===== src/rtl/ecc_codec_pkg.sv =====
package ecc_codec_pkg;
  localparam int SYM_W = 10;

  typedef struct packed {
    logic loadCode;
    logic capPack;
  } ctlStrobe_t;

  typedef enum logic [1:0] {ST_IDLE, ST_STREAM, ST_FIN} ctlState_t;
endpackage


===== src/rtl/ecc_codec_dp.sv =====
module ecc_codec_dp
  import ecc_codec_pkg::*;
#(
  parameter int NUM_REG = 4,
  localparam int SYM_N  = 2 * NUM_REG,
  localparam int PASSES = NUM_REG / 2,
  localparam int BYTE_N = 5 * PASSES,
  localparam int IDX_W  = $clog2(SYM_N)
) (
  input  logic                  clk,
  input  logic                  rst_n,
  input  ctlStrobe_t            strobe,
  input  logic [32*NUM_REG-1:0] rawIn,
  input  logic [8*BYTE_N-1:0]   codeIn,
  input  logic [IDX_W-1:0]      rdIdx,
  output logic [8*BYTE_N-1:0]   packOut,
  output logic [SYM_W-1:0]      symData,
  output logic                  allOnes
);
  logic [8*BYTE_N-1:0] packNext;
  logic [8*BYTE_N-1:0] packReg;
  logic [8*BYTE_N-1:0] codeReg;
  logic [SYM_W-1:0]    symArr [SYM_N];
  logic [32*NUM_REG-1:0] maskedRaw;
  logic rawUnused;

  for (genvar r = 0; r < NUM_REG; r++) begin : g_mask
    assign maskedRaw[32*r +: 32] = rawIn[32*r +: 32] & 32'h03FF03FF;
  end
  assign rawUnused = ^(maskedRaw ^ rawIn);

  for (genvar p = 0; p < PASSES; p++) begin : g_pass
    logic [SYM_W-1:0] va, vb, vc, vd;
    logic [39:0] grp;
    assign va = maskedRaw[64*p      +: 10];
    assign vb = maskedRaw[64*p + 16 +: 10];
    assign vc = maskedRaw[64*p + 32 +: 10];
    assign vd = maskedRaw[64*p + 48 +: 10];
    assign packNext[40*p +: 40] = {vd[9:2],
                                   vd[1:0], vc[9:4],
                                   vc[3:0], vb[9:6],
                                   vb[5:0], va[9:8],
                                   va[7:0]};
    assign grp = codeReg[40*p +: 40];
    for (genvar k = 0; k < 4; k++) begin : g_sym
      assign symArr[4*p + k] = grp[10*k +: 10];
    end
  end

  always_ff @(posedge clk) begin
    if (!rst_n) begin
      packReg <= '0;
      codeReg <= '0;
    end else begin
      if (strobe.capPack)  packReg <= packNext;
      if (strobe.loadCode) codeReg <= codeIn;
    end
  end

  assign packOut = packReg;
  assign symData = symArr[rdIdx];
  assign allOnes = &codeIn;
endmodule


===== src/rtl/ecc_codec_ctl.sv =====
module ecc_codec_ctl
  import ecc_codec_pkg::*;
#(
  parameter int NUM_REG = 4,
  localparam int SYM_N  = 2 * NUM_REG,
  localparam int IDX_W  = $clog2(SYM_N)
) (
  input  logic             clk,
  input  logic             rst_n,
  input  logic             packReq,
  input  logic             unpackReq,
  input  logic             allOnes,
  input  logic             symReady,
  output ctlStrobe_t       strobe,
  output logic [IDX_W-1:0] idx,
  output logic             packValid,
  output logic             symValid,
  output logic             done,
  output logic             erased,
  output logic             busy
);
  ctlState_t state;
  logic erasedReg;

  always_ff @(posedge clk) begin
    if (!rst_n) begin
      state     <= ST_IDLE;
      idx       <= '0;
      erasedReg <= 1'b0;
      packValid <= 1'b0;
    end else begin
      packValid <= packReq;
      case (state)
        ST_IDLE: if (unpackReq) begin
          erasedReg <= allOnes;
          idx       <= IDX_W'(SYM_N - 1);
          state     <= allOnes ? ST_FIN : ST_STREAM;
        end
        ST_STREAM: if (symReady) begin
          if (idx == '0) state <= ST_FIN;
          else           idx   <= idx - IDX_W'(1);
        end
        default: state <= ST_IDLE;
      endcase
    end
  end

  always_comb begin
    strobe.capPack  = packReq;
    strobe.loadCode = (state == ST_IDLE) && unpackReq;
  end

  assign symValid = (state == ST_STREAM);
  assign done     = (state == ST_FIN);
  assign erased   = done && erasedReg;
  assign busy     = (state != ST_IDLE);
endmodule


===== src/rtl/ecc_sym_codec.sv =====
module ecc_sym_codec
  import ecc_codec_pkg::*;
#(
  parameter int NUM_REG = 4,
  localparam int SYM_N  = 2 * NUM_REG,
  localparam int BYTE_N = 5 * (NUM_REG / 2),
  localparam int IDX_W  = $clog2(SYM_N)
) (
  input  logic                  clk,
  input  logic                  rst_n,
  input  logic                  packReq,
  input  logic [32*NUM_REG-1:0] rawIn,
  output logic                  packValid,
  output logic [8*BYTE_N-1:0]   packOut,
  input  logic                  unpackReq,
  input  logic [8*BYTE_N-1:0]   codeIn,
  output logic                  busy,
  output logic                  symValid,
  input  logic                  symReady,
  output logic [SYM_W-1:0]      symData,
  output logic [IDX_W-1:0]      symIdx,
  output logic                  done,
  output logic                  erased
);
  ctlStrobe_t strobe;
  logic allOnes;

  ecc_codec_ctl #(.NUM_REG(NUM_REG)) u_ctl (
    .clk(clk), .rst_n(rst_n), .packReq(packReq), .unpackReq(unpackReq),
    .allOnes(allOnes), .symReady(symReady), .strobe(strobe), .idx(symIdx),
    .packValid(packValid), .symValid(symValid), .done(done),
    .erased(erased), .busy(busy)
  );

  ecc_codec_dp #(.NUM_REG(NUM_REG)) u_dp (
    .clk(clk), .rst_n(rst_n), .strobe(strobe), .rawIn(rawIn),
    .codeIn(codeIn), .rdIdx(symIdx), .packOut(packOut),
    .symData(symData), .allOnes(allOnes)
  );
endmodule


===== config.mk =====
export PLATFORM = sky130hd
export DESIGN_NAME = ecc_sym_codec
export DESIGN_NICKNAME = d
export VERILOG_FILES = /design/src/rtl/ecc_codec_pkg.sv /design/src/rtl/ecc_codec_dp.sv /design/src/rtl/ecc_codec_ctl.sv /design/src/rtl/ecc_sym_codec.sv
export SDC_FILE = /design/constraint.sdc
export NUM_CORES = 1
export LEC_CHECK = 0
export BUFFER_PORTS_ARGS = -buffer_cell sky130_fd_sc_hd__buf_2
export CAP_MARGIN = 25
export CORE_ASPECT_RATIO = 0.9
export CORE_UTILIZATION = 40
export CTS_CLUSTER_DIAMETER = 40
export DETAILED_ROUTE_END_ITERATION = 10
export PLACE_DENSITY = 0.71
export SYNTH_ARGS = -nofsm -noshare
export SYNTH_HDL_FRONTEND = slang
export SYNTH_SLANG_ARGS = --single-unit

===== constraint.sdc =====
create_clock -name clk -period 2.6 [get_ports clk]
set_input_delay 0.13 -clock clk [delete_from_list [all_inputs] [get_ports clk]]
set_output_delay 0.13 -clock clk [all_outputs]
set_load 0.005 [all_outputs]

==> results of run 1 <==
==> Yosys cell counts (all sizes together) <==
cell type,number
mux2,10
nor2,82
clkbuf,28
nor3,1
and4,1
o21ai,3
a31oi,1
ha,2
nor2b,2
a211oi,3
mux4,20
o211a,1
nand2,165
nor4,5
o31a,1
and2,3
a21oi,82
nand4b,1
nand2b,1
dfxtp,167
buf,21
nand3,4
inv,6
mux2i,80
nand4,21
==> cells in the final DEF (no fill, tap or decap), types with 3 or more instances in the layout <==
master / netlist / layout
mux2_2: 10 / 10
buf_4: 0 / 5
a21oi_1: 82 / 82
mux2i_1: 80 / 80
inv_1: 5 / 5
nor2_1: 82 / 82
nor4_1: 5 / 5
a211oi_1: 3 / 3
nand4_1: 21 / 21
nand2_1: 165 / 164
buf_2: 17 / 261
inv_6: 0 / 5
clkbuf_16: 0 / 17
o21ai_0: 3 / 3
mux4_1: 18 / 18
dfxtp_1: 167 / 167
dlygate4sd3_1: 0 / 156
clkinvlp_4: 0 / 3
buf_12: 1 / 4
nand3_1: 4 / 4
==> per-layer routing <==
metal  vias up  wire, µm  track usage, %  part of all wire [%]
li1       3237         -               -                     -
met1      3133      9080            31.3                    40
met2       327     11000            45.8                    48
met3        65      1730            6.19                   7.6
met4         0      1010            13.5                   4.4
met5         -         0               0                     0
==> power by group <==
group,internal (W),leakage (nW),switching (W)
logic,0.000565,3.17,0.000532
registers,0.00273,1.38,0.0000855
clock network,0.00144,0.285,0.00111
==> worst max path at each step <==
stage,start,end,slack (ps),cells after the start
final,u_ctl.idx[0]$_SDFFE_PN0P_,symData[3],210,4
after global routing,u_ctl.idx[0]$_SDFFE_PN0P_,symData[4],160,4
after CTS,u_ctl.idx[0]$_SDFFE_PN0P_,symData[3],230,4
after detailed placement,u_ctl.idx[0]$_SDFFE_PN0P_,symData[3],690,4
after global placement,u_ctl.idx[0]$_SDFFE_PN0P_,symData[3],700,4
after floorplan,u_ctl.idx[1]$_SDFFE_PN0P_,u_ctl.idx[2]$_SDFFE_PN0P_,770,7
==> kinds of logic (layout without fill, tap and decap cells) <==
| logic type | Yosys count | after routing | synth area share (%) |
|---|---|---|---|
| and+or+nand+nor | 286 | 286 | 17.5 |
| AOI/OAI and AO/OA | 91 | 91 | 7.06 |
| buffers and inverters | 55 | 464 | 3.86 |
| muxes | 110 | 110 | 21.4 |
| adders and majority gates | 2 | 2 | 0.373 |
| DFF | 167 | 167 | 49.9 |
| other | 0 | 1 | 0 |
==> worst max-delay path, stage by stage (launching register included) <==
cell,delay [ps]
dfxtp_1,330
buf_4,360
mux4_1,700
mux2_2,310
buf_2,130
==> repair_timing <==
action	in CTS	in global routing
endpoints found under the setup margin	0	0
hold endpoints to repair	156	0
hold buffers	156	0
==> sequential cells by signal (all words and copies together), names as in the netlist <==
name	count
u_ctl.erasedReg	1
u_ctl.idx	3
u_ctl.packValid	1
u_ctl.state	2
u_dp.codeReg	80
u_dp.packOut	80
==> area by class of cell <==
type | instances | share of cell area, %
Clock buffer | 17 | 4.13
Multi-Input combinational cell | 489 | 30.1
Clock inverter | 15 | 1.63
Inverter | 6 | 0.243
Antenna cell | 1 | 0.0243
Tap cell | 207 | 2.51
Sequential cell | 167 | 32.4
Timing Repair Buffer | 426 | 29.0
==> per-stage QoR <==
stage | instances | total power [W] | cell area (µm²) | util (%) | setup WS (ps)
after detailed placement | 1139 | 0.00375 | 8150 | 50.2 | 695
final | 1328 | 0.00646 | 10300 | 63.5 | 213
after CTS | 1327 | 0.00647 | 10300 | 63.5 | 231
after global placement | 1139 | 0.00373 | 8150 | 50.2 | 703
after global routing | 1328 | 0.00671 | 10300 | 63.5 | 164
after floorplan | 711 | 0.00336 | 6700 | - | 775
==> key figures, run 1 <==
Logic synthesis
  – Net count after synthesis: 926
  – Register area share after synthesis: between 40% and 50%
  – Number of synthesized register bits: 167
  – Avg Cell Area, Syn: 9.43 µm²
  – Synth area leader: dfxtp_1
  – Synth top area cells: dfxtp_1 50%, mux2i_1 12%, nand2_1 9.2%, mux4_1 7.1%, a21oi_1 6.1%
  – YS warnings: 0
  – Syn Inst Count: 711
  – Yosys top cell area share: about 50%
  – Syn Std Cell Area: 6700 µm²
  – Post-synthesis cell type count: 30

STA
  – Worst-Margin Slew: ~940 ps
  – Final Max Tran Viols: 0
  – Clk_skew: 6.90 ps
  – Fin crit share: just over 90%
  – Max_slew headroom: 36.9%
  – Final count of negative-setup-slack endpoints: 0
  – Period minus WS final: 2390 ps
  – Hold Fails Final Rpt: 0
  – WHS: around 0.21 ps
  – RSZ-0062 raised after global routing: false
  – Post-Route Setup TNS: 0 ps
  – Fmax: 419 MHz

Setup path
  – Worst-path fanout max: 23
  – CP required: 2470 ps
  – Crit path launch type: register
  – Critical path data arrival time: 2260 ps
  – Reg2Reg Setup Slack: 840 ps
  – Reg2Reg Capture Point: u_dp.codeReg[3]$_SDFFE_PN0P_
  – Critical R2R Launch: u_ctl.state[1]$_SDFFE_PN0P_
  – Nature of the critical path endpoint: primary output
  – R2R depth: 5
  – Crit path kind: register to primary output

GRT
  – Number of global-route vias before repair: roughly 6.6k
  – Largest net degree at the start of global routing: slightly above 80
  – Gr usage total: 26.7%
  – Initial antenna violation count: 1
  – Final global-route overflow total: 0
  – First-pass GRT wire length: 35,500 µm

Detailed routing
  – Post-DR wirelength/cell: approximately 17 µm
  – First DRT Iteration DRCs: about 600
  – Via count: 6,762
  – Number of nets with antenna violations after routing: 0
  – Drt drc: 39
  – Via-to-Cell Ratio: 5.09
  – First-pass DRT Iterations: 9
  – Drt total wl: 22,900 µm

Placement
  – Post-DP HPWL: ~14,000 µm
  – Placer congestion estimate: 0.838
  – Port Buffers: 262

Die
  – Die Span Y: 125 µm
  – CORE AREA: 16,200 µm²
  – # IOs: a little over 300
  – Die width: approximately 140 µm
  – FP Rows: between 40 and 50
  – Full die area: 17,300 µm²
  – Initial Util: 41.3%

Power
  – Lkg Pwr: 4.83 nW
  – Worst VDD drop: 0.000470 V
  – Cell Pwr Density: 626 nW/µm²

Final layout
  – Nets: 1,322
  – Layout area overhead: 53.9%
  – Sequential cell area: between 3000 and 4000 µm²
  – Share of layout cells above drive strength 1: 28.3%
  – Fill cell count: 1,232
  – Multi-input gate area: roughly 3100 µm²

Min path
  – Hold depth: 3
  – Hold crit path type: input port to register
  – Hold path start: rawIn[20]
  – Hold Path Sink: u_dp.packOut[14]$_SDFFE_PN0P_

Clock network
  – CTS clk-pin slew, worst paths: 70 ps
  – Latest clock arrival within the worst-skew pair: 420 ps
  – CTS tree: yes
  – Total setup buffers inserted after CTS: 0
  – H-Tree Level Count: 4
  – TritonCTS Buffers: 17
  – Gates resized, CTS repair: 0
  – Root Driver: clkbuf_16
  – CTS sink cnt: 167
  – Clk buf depth: 2

Run
  – Max-cap viol count: 0

Run status
  – Status: finished with violations
  – Failing checks: design-rule violations
Note: power is estimated with default switching activity, not from simulation.
==> inputs of run 2 (changes only) <==
- BUFFER_PORTS_ARGS: -buffer_cell sky130_fd_sc_hd__buf_2 -> unset
- DONT_BUFFER_PORTS: unset -> 1
- HOLD_SLACK_MARGIN: unset -> 0.06
- PLACE_DENSITY: 0.71 -> 0.55
==> run 2 against run 1 <==
  * The run now fails in 4_1_cts
  * Synthesized cell count did not move
  * Area after synthesis unchanged
==> key figures, run 2 <==
Logic synthesis
  – Commonest cells in the netlist: 167 x dfxtp_1, 165 x nand2_1, 82 x a21oi_1, 82 x nor2_1, 80 x mux2i_1
  – Post-synthesis cell type count: 30
  – Main synth FF type: dfxtp_1
  – Number of synthesized register bits: 167
  – Asr flop ratio synth: 0%
  – Net count after synthesis: 926
  – Synth area leader: dfxtp_1
  – Synth top area cells: dfxtp_1 50%, mux2i_1 12%, nand2_1 9.2%, mux4_1 7.1%, a21oi_1 6.1%
  – Syn Inst Count: just over 700
  – Syn Std Cell Area: roughly 6700 µm²
  – Most numerous cell in the Yosys netlist: dfxtp_1
  – EDFF count, synth: 0
  – YS warnings: 0
  – Avg Cell Area, Syn: 9.43 µm²
  – Register area share after synthesis: between 40 and 50%
  – Yosys top cell area share: between 40% and 50%

Clock network
  – Root Driver: clkbuf_16
  – Post-cts hold buffer count: about 180
  – Gates resized, CTS repair: 0
  – CTS sink cnt: 167
  – Total setup buffers inserted after CTS: 0
  – TritonCTS Buffers: 17
  – H-Tree Level Count: 4
  – Clk buf depth: 2

Run status
  – Error msg: [ERROR RSZ-0060] Max buffer count reached.
  – Fail Step: 4_1_cts
  – Status: aborted with a tool error

Die
  – # IOs: around 310
  – Die Span Y: approximately 120 µm
  – FP Rows: between 40 and 50
  – Initial Util: 41.3%
  – Die width: 138 µm

Placement
  – Placer congestion estimate: 0.810
  – Port Buffers: 0
  – Post-DP HPWL: 12,600 µm
run 2: cells by family after synthesis:
logic type,synth area share (%)
AO/OA/AOI/OAI,7.06
adder cells (fa/ha/maj),0.373
buffers and inverters,3.86
flip-flops,49.9
AND/OR/NAND/NOR,17.5
multiplexers,21.4
run 2: through the flow:
stage	hold slack [ps]	area (µm²)	setup WS (ps)	cells
2_1_floorplan	257	6700	775	711
3_3_place_gp	267	6830	653	875
3_5_place_dp	269	6830	592	875
==> inputs of run 3 (changes only) <==
- CORE_ASPECT_RATIO: 0.9 -> unset
- CORE_UTILIZATION: 40 -> 25
- CTS_CLUSTER_DIAMETER: 40 -> unset
- HOLD_SLACK_MARGIN: 0.06 -> unset
- PLACE_DENSITY: 0.55 -> unset
- PLACE_DENSITY_LB_ADDON: unset -> 0.15
==> run 3 against run 2 <==
  * The run again fails in 4_1_cts
  * Synthesized cell count unchanged
  * Area after synthesis is the same
==> key figures, run 3 <==
Run status
  – Status: aborted with a tool error
  – Fail Step: 4_1_cts
  – Error msg: [ERROR RSZ-0060] Max buffer count reached.

Logic synthesis
  – Main synth FF type: dfxtp_1
  – Asr flop ratio synth: 0%
  – EDFF count, synth: 0
  – Number of synthesized register bits: 167
  – Commonest cells in the netlist: 167 x dfxtp_1, 165 x nand2_1, 82 x a21oi_1, 82 x nor2_1, 80 x mux2i_1
  – Post-synthesis cell type count: 30
  – Most numerous cell in the Yosys netlist: dfxtp_1
  – Synth area leader: dfxtp_1
  – Register area share after synthesis: between 40 and 50%
  – Synth top area cells: dfxtp_1 50%, mux2i_1 12%, nand2_1 9.2%, mux4_1 7.1%, a21oi_1 6.1%
  – Avg Cell Area, Syn: 9.43 µm²
  – YS warnings: 0
  – Syn Inst Count: 711
  – Yosys top cell area share: around half
  – Syn Std Cell Area: 6700 µm²
  – Net count after synthesis: 926

Clock network
  – CTS sink cnt: 167
  – Root Driver: clkbuf_16
  – H-Tree Level Count: 4
  – Clk buf depth: 2
  – TritonCTS Buffers: 17
  – Total setup buffers inserted after CTS: 0
  – Post-cts hold buffer count: 209
  – Gates resized, CTS repair: 0

Die
  – FP Rows: 59
  – Initial Util: between 20% and 30%
  – # IOs: 311
  – Die width: 166 µm
  – Die Span Y: between 150 and 200 µm

Placement
  – Post-DP HPWL: 14,200 µm
  – Placer congestion estimate: just under 0.8
  – Port Buffers: 0
  – Setup WS pre-CTS: 732 ps
  – Placed cell count: 1,003
[run 3: cell counts after synthesis]
No cell type changed its count.
[run 3: through the flow]
step / utilization, % / instance area, µm²
after floorplan: - / 6700
after global placement: 26.7 / 6990
after detailed placement: 26.7 / 6990
[run 3: cells by family after synthesis]
logic type	count (synthesis)	synth area share [%]
AOI/OAI and AO/OA	91	7.06
DFF	167	49.9
buffers and inverters	55	3.86
adders and majority gates	2	0.373
muxes	110	21.4
and+or+nand+nor	286	17.5
